**src/rtl/dbPkg.sv**
```systemverilog
package dbPkg;

  // Start of the doorbell window in the register space
  localparam int DB_BASE = 'h1000;

  // Strobes from the control half to the datapath half
  typedef struct packed {
    logic sqTailWr;  // accepted submission-tail doorbell write
    logic cqHeadWr;  // accepted completion-head doorbell write
    logic rdHit;     // read address hits an in-range doorbell
    logic rdIsCq;    // read targets the completion-head doorbell
  } dbStrobe_t;

endpackage

```
**src/rtl/dbOccupancy.sv**
```systemverilog
module dbOccupancy #(
  parameter int PTR_W = 16
) (
  input  logic [PTR_W-1:0] tail,
  input  logic [PTR_W-1:0] head,
  input  logic [PTR_W-1:0] size,
  output logic [PTR_W-1:0] count,
  output logic             empty,
  output logic             full
);

  // Distance from head to tail around a ring of 'size' entries
  always_comb begin
    if (tail >= head) count = tail - head;
    else              count = tail + size - head;
    empty = (count == '0);
    full  = (count == size - PTR_W'(1));
  end

endmodule

```
**src/rtl/dbCtrl.sv**
```systemverilog
module dbCtrl
  import dbPkg::*;
#(
  parameter int NUM_QUEUES   = 4,
  parameter int PTR_W        = 16,
  parameter int ADDR_W       = 16,
  parameter int DATA_W       = 32,
  parameter int STRIDE_EXP_W = 3,
  localparam int QID_W       = (NUM_QUEUES > 1) ? $clog2(NUM_QUEUES) : 1
) (
  input  logic                        clk,
  input  logic                        rstN,
  input  logic [STRIDE_EXP_W-1:0]     cfgStrideExp,
  input  logic [NUM_QUEUES-1:0]       cfgQueueValid,
  input  logic [NUM_QUEUES*PTR_W-1:0] cfgQueueSize,
  input  logic                        wrEn,
  input  logic [ADDR_W-1:0]           wrAddr,
  input  logic [DATA_W-1:0]           wrData,
  input  logic                        rdEn,
  input  logic [ADDR_W-1:0]           rdAddr,
  output dbStrobe_t                   strobe,
  output logic [QID_W-1:0]            wrQid,
  output logic [PTR_W-1:0]            wrValue,
  output logic [QID_W-1:0]            rdQid,
  output logic                        errFlag
);

  typedef struct packed {
    logic             hit;      // inside window and stride aligned
    logic             inRange;  // queue number below NUM_QUEUES
    logic             isCq;     // odd slot: completion head
    logic [QID_W-1:0] qid;
  } decode_t;

  function automatic decode_t decodeAddr(input logic [ADDR_W-1:0] addr,
                                         input logic [STRIDE_EXP_W-1:0] se);
    decode_t          d;
    logic [ADDR_W-1:0] off;
    logic [ADDR_W-1:0] mask;
    logic [ADDR_W-1:0] slot;
    logic [ADDR_W-1:0] qFull;
    int                sh;
    sh    = 2 + int'(se);
    off   = addr - ADDR_W'(DB_BASE);
    mask  = (ADDR_W'(1) << sh) - ADDR_W'(1);
    slot  = off >> sh;
    qFull = slot >> 1;
    d.hit     = (addr >= ADDR_W'(DB_BASE)) && ((off & mask) == '0);
    d.inRange = (qFull < ADDR_W'(NUM_QUEUES));
    d.isCq    = slot[0];
    d.qid     = qFull[QID_W-1:0];
    return d;
  endfunction

  decode_t          wrDec;
  decode_t          rdDec;
  logic [PTR_W-1:0] selSize;
  logic             selValid;
  logic             created;
  logic             valueFits;
  logic             accept;
  logic             reject;

  always_comb begin
    wrDec = decodeAddr(wrAddr, cfgStrideExp);
    rdDec = decodeAddr(rdAddr, cfgStrideExp);
  end

  // Size and created flag of the addressed queue
  always_comb begin
    selSize  = '0;
    selValid = 1'b0;
    for (int i = 0; i < NUM_QUEUES; i++) begin
      if (wrDec.qid == QID_W'(i)) begin
        selSize  = cfgQueueSize[i*PTR_W +: PTR_W];
        selValid = cfgQueueValid[i];
      end
    end
  end

  always_comb begin
    created   = wrDec.inRange && selValid;
    valueFits = (wrData < DATA_W'(selSize));
    accept    = wrEn && wrDec.hit && created && valueFits;
    reject    = wrEn && wrDec.hit && !(created && valueFits);
  end

  always_comb begin
    strobe.sqTailWr = accept && !wrDec.isCq;
    strobe.cqHeadWr = accept && wrDec.isCq;
    strobe.rdHit    = rdEn && rdDec.hit && rdDec.inRange;
    strobe.rdIsCq   = rdDec.isCq;
    wrQid           = wrDec.qid;
    wrValue         = wrData[PTR_W-1:0];
    rdQid           = rdDec.qid;
  end

  // Sticky error: cleared only by reset
  always_ff @(posedge clk) begin
    if (!rstN)       errFlag <= 1'b0;
    else if (reject) errFlag <= 1'b1;
  end

endmodule

```
**src/rtl/dbPath.sv**
```systemverilog
module dbPath
  import dbPkg::*;
#(
  parameter int NUM_QUEUES = 4,
  parameter int PTR_W      = 16,
  localparam int QID_W     = (NUM_QUEUES > 1) ? $clog2(NUM_QUEUES) : 1,
  localparam int VEC_W     = NUM_QUEUES * PTR_W
) (
  input  logic                  clk,
  input  logic                  rstN,
  input  logic [NUM_QUEUES-1:0] cfgQueueValid,
  input  logic [VEC_W-1:0]      cfgQueueSize,
  input  dbStrobe_t             strobe,
  input  logic [QID_W-1:0]      wrQid,
  input  logic [PTR_W-1:0]      wrValue,
  input  logic [QID_W-1:0]      rdQid,
  input  logic [NUM_QUEUES-1:0] sqPop,
  input  logic [NUM_QUEUES-1:0] cqPush,
  output logic [VEC_W-1:0]      sqCount,
  output logic [NUM_QUEUES-1:0] sqEmpty,
  output logic [NUM_QUEUES-1:0] sqFull,
  output logic [VEC_W-1:0]      cqCount,
  output logic [NUM_QUEUES-1:0] cqEmpty,
  output logic [NUM_QUEUES-1:0] cqFull,
  output logic [NUM_QUEUES-1:0] newWork,
  output logic [PTR_W-1:0]      rdPtr
);

  logic [VEC_W-1:0] sqTailVec;
  logic [VEC_W-1:0] cqHeadVec;

  for (genvar g = 0; g < NUM_QUEUES; g++) begin : gQueue
    logic [PTR_W-1:0] size;
    logic             en;
    logic             hitQ;
    logic [PTR_W-1:0] sqTail;
    logic [PTR_W-1:0] sqHead;
    logic [PTR_W-1:0] cqHead;
    logic [PTR_W-1:0] cqTail;
    logic [PTR_W-1:0] sqCnt;
    logic [PTR_W-1:0] cqCnt;
    logic             sqE;
    logic             sqF;
    logic             cqE;
    logic             cqF;
    logic             nwPulse;

    assign size = cfgQueueSize[g*PTR_W +: PTR_W];
    assign en   = cfgQueueValid[g];
    assign hitQ = (wrQid == QID_W'(g));

    dbOccupancy #(.PTR_W(PTR_W)) uSqOcc (
      .tail(sqTail), .head(sqHead), .size(size),
      .count(sqCnt), .empty(sqE), .full(sqF)
    );

    dbOccupancy #(.PTR_W(PTR_W)) uCqOcc (
      .tail(cqTail), .head(cqHead), .size(size),
      .count(cqCnt), .empty(cqE), .full(cqF)
    );

    // Host-owned pointers, moved by doorbell writes
    always_ff @(posedge clk) begin
      if (!rstN || !en) begin
        sqTail <= '0;
        cqHead <= '0;
      end else begin
        if (strobe.sqTailWr && hitQ) sqTail <= wrValue;
        if (strobe.cqHeadWr && hitQ) cqHead <= wrValue;
      end
    end

    // Controller-owned pointers, moved by consume/post events
    always_ff @(posedge clk) begin
      if (!rstN || !en) begin
        sqHead <= '0;
        cqTail <= '0;
      end else begin
        if (sqPop[g] && !sqE)
          sqHead <= (sqHead == size - PTR_W'(1)) ? '0 : sqHead + PTR_W'(1);
        if (cqPush[g] && !cqF)
          cqTail <= (cqTail == size - PTR_W'(1)) ? '0 : cqTail + PTR_W'(1);
      end
    end

    always_ff @(posedge clk) begin
      if (!rstN) nwPulse <= 1'b0;
      else       nwPulse <= en && strobe.sqTailWr && hitQ && (wrValue != sqHead);
    end

    assign sqCount[g*PTR_W +: PTR_W]   = sqCnt;
    assign cqCount[g*PTR_W +: PTR_W]   = cqCnt;
    assign sqTailVec[g*PTR_W +: PTR_W] = sqTail;
    assign cqHeadVec[g*PTR_W +: PTR_W] = cqHead;
    assign sqEmpty[g] = sqE;
    assign sqFull[g]  = sqF;
    assign cqEmpty[g] = cqE;
    assign cqFull[g]  = cqF;
    assign newWork[g] = nwPulse;
  end

  logic [PTR_W-1:0] rdSel;

  always_comb begin
    rdSel = '0;
    for (int i = 0; i < NUM_QUEUES; i++) begin
      if (rdQid == QID_W'(i))
        rdSel = strobe.rdIsCq ? cqHeadVec[i*PTR_W +: PTR_W]
                              : sqTailVec[i*PTR_W +: PTR_W];
    end
  end

  always_ff @(posedge clk) begin
    if (!rstN)             rdPtr <= '0;
    else if (strobe.rdHit) rdPtr <= rdSel;
    else                   rdPtr <= '0;
  end

endmodule

```
**src/rtl/queueDoorbellRegs.sv**
```systemverilog
module queueDoorbellRegs
  import dbPkg::*;
#(
  parameter int NUM_QUEUES   = 4,
  parameter int PTR_W        = 16,
  parameter int ADDR_W       = 16,
  parameter int DATA_W       = 32,
  parameter int STRIDE_EXP_W = 3,
  localparam int QID_W       = (NUM_QUEUES > 1) ? $clog2(NUM_QUEUES) : 1,
  localparam int VEC_W       = NUM_QUEUES * PTR_W
) (
  input  logic                    clk,
  input  logic                    rstN,
  input  logic [STRIDE_EXP_W-1:0] cfgStrideExp,
  input  logic [NUM_QUEUES-1:0]   cfgQueueValid,
  input  logic [VEC_W-1:0]        cfgQueueSize,
  input  logic                    wrEn,
  input  logic [ADDR_W-1:0]       wrAddr,
  input  logic [DATA_W-1:0]       wrData,
  input  logic                    rdEn,
  input  logic [ADDR_W-1:0]       rdAddr,
  output logic [DATA_W-1:0]       rdData,
  input  logic [NUM_QUEUES-1:0]   sqPop,
  input  logic [NUM_QUEUES-1:0]   cqPush,
  output logic [VEC_W-1:0]        sqCount,
  output logic [NUM_QUEUES-1:0]   sqEmpty,
  output logic [NUM_QUEUES-1:0]   sqFull,
  output logic [VEC_W-1:0]        cqCount,
  output logic [NUM_QUEUES-1:0]   cqEmpty,
  output logic [NUM_QUEUES-1:0]   cqFull,
  output logic [NUM_QUEUES-1:0]   newWork,
  output logic                    errFlag
);

  dbStrobe_t        strobe;
  logic [QID_W-1:0] wrQid;
  logic [QID_W-1:0] rdQid;
  logic [PTR_W-1:0] wrValue;
  logic [PTR_W-1:0] rdPtr;

  dbCtrl #(
    .NUM_QUEUES(NUM_QUEUES), .PTR_W(PTR_W), .ADDR_W(ADDR_W),
    .DATA_W(DATA_W), .STRIDE_EXP_W(STRIDE_EXP_W)
  ) uCtrl (
    .clk(clk), .rstN(rstN), .cfgStrideExp(cfgStrideExp),
    .cfgQueueValid(cfgQueueValid), .cfgQueueSize(cfgQueueSize),
    .wrEn(wrEn), .wrAddr(wrAddr), .wrData(wrData),
    .rdEn(rdEn), .rdAddr(rdAddr), .strobe(strobe),
    .wrQid(wrQid), .wrValue(wrValue), .rdQid(rdQid), .errFlag(errFlag)
  );

  dbPath #(
    .NUM_QUEUES(NUM_QUEUES), .PTR_W(PTR_W)
  ) uPath (
    .clk(clk), .rstN(rstN), .cfgQueueValid(cfgQueueValid),
    .cfgQueueSize(cfgQueueSize), .strobe(strobe), .wrQid(wrQid),
    .wrValue(wrValue), .rdQid(rdQid), .sqPop(sqPop), .cqPush(cqPush),
    .sqCount(sqCount), .sqEmpty(sqEmpty), .sqFull(sqFull),
    .cqCount(cqCount), .cqEmpty(cqEmpty), .cqFull(cqFull),
    .newWork(newWork), .rdPtr(rdPtr)
  );

  assign rdData = DATA_W'(rdPtr);

endmodule

```
**config.mk**
```make
export PLATFORM = sky130hd
export DESIGN_NAME = queueDoorbellRegs
export DESIGN_NICKNAME = d
export VERILOG_FILES = /design/src/rtl/dbPkg.sv /design/src/rtl/dbOccupancy.sv /design/src/rtl/dbCtrl.sv /design/src/rtl/dbPath.sv /design/src/rtl/queueDoorbellRegs.sv
export SDC_FILE = /design/constraint.sdc
export NUM_CORES = 2
export LEC_CHECK = 0
export BUFFER_PORTS_ARGS = -buffer_cell sky130_fd_sc_hd__buf_2
export CORE_MARGIN = 2
export CORE_UTILIZATION = 40
export CTS_CLUSTER_SIZE = 30
export DETAILED_ROUTE_END_ITERATION = 8
export PLACE_DENSITY_LB_ADDON = 0.3
export SYNTH_ARGS = -nofsm -noshare
export SYNTH_HDL_FRONTEND = slang
export SYNTH_HIERARCHICAL = 1
export SYNTH_SLANG_ARGS = --single-unit
```
**constraint.sdc**
```tcl
create_clock -name clk -period 6.9 [get_ports clk]
set_input_delay 1.38 -clock clk [delete_from_list [all_inputs] [get_ports clk]]
set_output_delay 1.38 -clock clk [all_outputs]
set_load 0.01 [all_outputs]
```
==> results.cfg <==
[finish]
drive_gt1_frac = 0.125
n_fill_cell = 10605
area_growth_pct = 9.37
layout_commonest_cell = inv_1
final_cell_mix = inv_1, nand2_1, xnor2_1
nets = 6345
fin_area_mm2 = 0.0459

[yosys]
synth_area_mm2 = 0.0420
synthArstFlopShare = 0
synth_cells = 5571
synth.largest_area_cell = dfxtp_1
synth_top_area_share = 0.132
synthTopCellsByArea = dfxtp_1, xnor2_1, ha_1
synth-edff-count = 0
ys_seq_elements = 277
syn_area_per_cell_um2 = 7.54
ys_seq_area_frac = 0.132
yosysWarnings = 6
synth_flop_cell = dfxtp_1
synth_cell_types = 129

[global_route]
gr-total-overflow = 0
grt_max_degree = 56
gr-usage-all-layers = 0.285
grt_first_pass_wirelength_um = 238000
antenna_found_initial = 15
grt_pass1_vias = 38503

[place]
numPortBuffers = 311
gp_congestion = 0.990
placed_area_mm2 = 0.0448
dpl.hpwl_um = 129000

[timing]
final.setup.tns_ns = 0
relSlewSlack = 0.264
setup_viol = 0
skew_ns = 0.0253
tightest_slew_ns = 1.10
slew_viol_final = 0
grt_setup_unrepaired = no
fmax_mhz = 151
fin_crit_sh = 0.960
fin_crit_ns = 6.62
hold_viol_final = 0

[clock_tree]
cts_tree = built
clock_latency_ns = 0.58
cts_resized = 0
cts-root-buf = clkbuf_16
clock_sink_count = 277
cts_made_buffers = 30
cts_buffer_depth = 3
postCtsSetupBuffers = 0
cts.clk_slew.worst_paths_ns = 0.06
htree_num_levels = 1
cts_hold_buf = 0

[die]
die_h_um = 328
die_width_um = 328
die_area_mm2 = 0.108
coreArea_mm2 = 0.104
row_count = 118
ios = 328
start_util = 0.405

[detailed_routing]
wl_per_cell_um = 22.4
first_pass_iters = 8
viasPerCell = 5.86
drt_wl_total_um = 161000
drc = 0
dr_total_vias = 42073
drt.antenna.violating_nets = 0
first_iter_violations = 4372

[critical_path]
cp_slowest_cell = fa_1
endpoint_kind = output pin
critPathLaunchType = input port
path_buf_inv = 4
critPathMaxFanout = 6
cpPeakStageDelay_ns = 0.48
cp_top_family = compound AO/OA/AOI/OAI gates
critical_path.cell_chain = buf_2, inv_1, fa_1, inv_1, fa_1, a21oi_1, o22ai_1, o41ai_1, o21ai_0, xor2_1, mux2i_1, xnor2_1, nor4_1, nand4_1, nor4_2, buf_2
critPathKind = input port to output pin
crit_arrival_ns = 5.24
crit_required_ns = 5.52

[pwr]
sw_frac_of_total = 0.366
irDropWorstVdd_v = 0.000172
p_switching_mw = 2.04
p_clk_frac = 0.327
p_seq_frac = 0.291
power_leakage_nw = 19.1
power_density_mw_per_mm2 = 121
power_frac_comb = 0.382
p_int_mw = 3.54

[flow_run]
max_cap_viol_count = 0

[run_status]
status = completed

[hold_path]
hp-class = flop to flop
[sequential cells by signal, indices dropped and copies added, names as in the netlist]
signal                count
uPath/gQueue.sqTail      64
uCtrl/errFlag             1
uPath/gQueue.sqHead      64
uPath/rdPtr              16
uPath/gQueue.cqHead      64
uPath/gQueue.cqTail      64
uPath/gQueue.nwPulse      4
[path summary, 6_finish.rpt]
check	from	to	depth (start not counted)	slack (ns)
max	cfgQueueSize[17]	cqFull[1]	16	0.28
min	uPath/gQueue[3].cqHead[15]$_SDFFE_PP0P_	uPath/gQueue[3].cqHead[15]$_SDFFE_PP0P_	2	0.49
max reg2reg	uPath/gQueue[0].cqTail[1]$_SDFFE_PP0P_	uPath/gQueue[0].cqTail[13]$_SDFFE_PP0P_	20	1.15
min reg2reg	uPath/gQueue[3].cqHead[15]$_SDFFE_PP0P_	uPath/gQueue[3].cqHead[15]$_SDFFE_PP0P_	2	0.49
[through the flow]
stage / util / instances / worst slack (ns) / total power [mW] / hold WS [ns]
6_report: 0.443 / 7183 / 0.277 / 5.58 / 0.492
4_1_cts: 0.442 / 7173 / 0.219 / 5.53 / 0.487
5_1_grt: 0.442 / 7175 / 0.00603 / 5.81 / 0.519
3_3_place_gp: 0.431 / 7117 / 0.373 / 3.72 / 0.464
2_1_floorplan: - / 5586 / 0.648 / 3.10 / 0.446
3_5_place_dp: 0.431 / 7117 / 0.250 / 3.73 / 0.478
[worst register-to-register path, cell delays in order, from the launching register on]
cell and delay [ns]:
dfxtp_1 0.56, inv_1 0.17, fa_1 0.56, inv_1 0.07
ha_1 0.32, a211oi_1 0.43, o21ai_0 0.39, xnor2_1 0.22
mux2i_1 0.37, buf_4 0.21, mux2i_1 0.18, mux2i_1 0.10
mux2i_1 0.24, a2111oi_2 0.08, nor2b_1 0.53, nand3_1 0.19
nor3_1 0.35, and4_1 0.29, nand4_1 0.12, xor2_1 0.17
nor3_1 0.13
[cells in the mapped netlist, types with 18 or more instances]
cell type / count
dfxtp_1: 277
nor2b_1: 49
nor3b_1: 22
mux2_2: 33
o211a_1: 18
ha_1: 301
buf_1: 28
a21o_1: 43
o2111ai_1: 27
inv_1: 732
nand4_1: 122
xnor2_1: 501
a21oi_2: 18
buf_4: 58
o211ai_1: 36
fa_1: 128
buf_6: 20
o21ai_0: 173
nor2_1: 356
a211oi_1: 41
and2_1: 23
nand3b_1: 23
and3_1: 46
a31oi_1: 42
xor2_1: 210
nand2_1: 536
o31ai_1: 31
and4_1: 24
buf_2: 25
nand3_1: 122
or2_2: 33
clkbuf_1: 127
mux2i_1: 118
mux4_2: 37
nor3_1: 240
o21bai_1: 24
nor4_1: 73
a21oi_1: 359
or3_1: 59
nand2b_1: 48
[per-layer routing]
layer,vias up,global-route usage,wire length (um)
met2,2113,0.453,71200
met3,392,0.0462,14800
li1,19613,-,-
met4,14,0.114,7630
met1,19941,0.383,67000
met5,-,0,88
[kinds of logic (layout without fill, tap and decap cells)]
group                      Yosys count  count (layout)  share of synthesized area
and+or+nand+nor                   1901            1901                      0.236
AOI/OAI and AO/OA                 1043            1043                      0.165
buffers and inverters              992            1199                     0.0982
xor gates and xnor gates           725             725                      0.156
adders and majority gates          429             429                      0.151
DFF                                277             277                      0.132
muxes                              203             203                     0.0622
other                                1              26                  0.0000893
[area by class of cell]
type,count,area [um2],area share
Timing Repair Buffer,410,2310,0.0503
Tap cell,1380,1730,0.0376
Inverter,733,2750,0.0599
Clock buffer,42,896,0.0195
Antenna cell,10,25.0,0.000545
Multi-Input combinational cell,4317,32500,0.707
Clock inverter,14,216,0.00471
Sequential cell,277,5550,0.121
[power by group through the flow]
stage	logic [mW]	registers [mW]	clock network, mW
global placement	2.07	1.66	0
floorplan	1.46	1.65	0
detailed placement	2.08	1.66	0
global route	2.30	1.62	1.89
finish	2.13	1.62	1.83
CTS	2.09	1.62	1.82
Power figures use the tool's default switching activity.
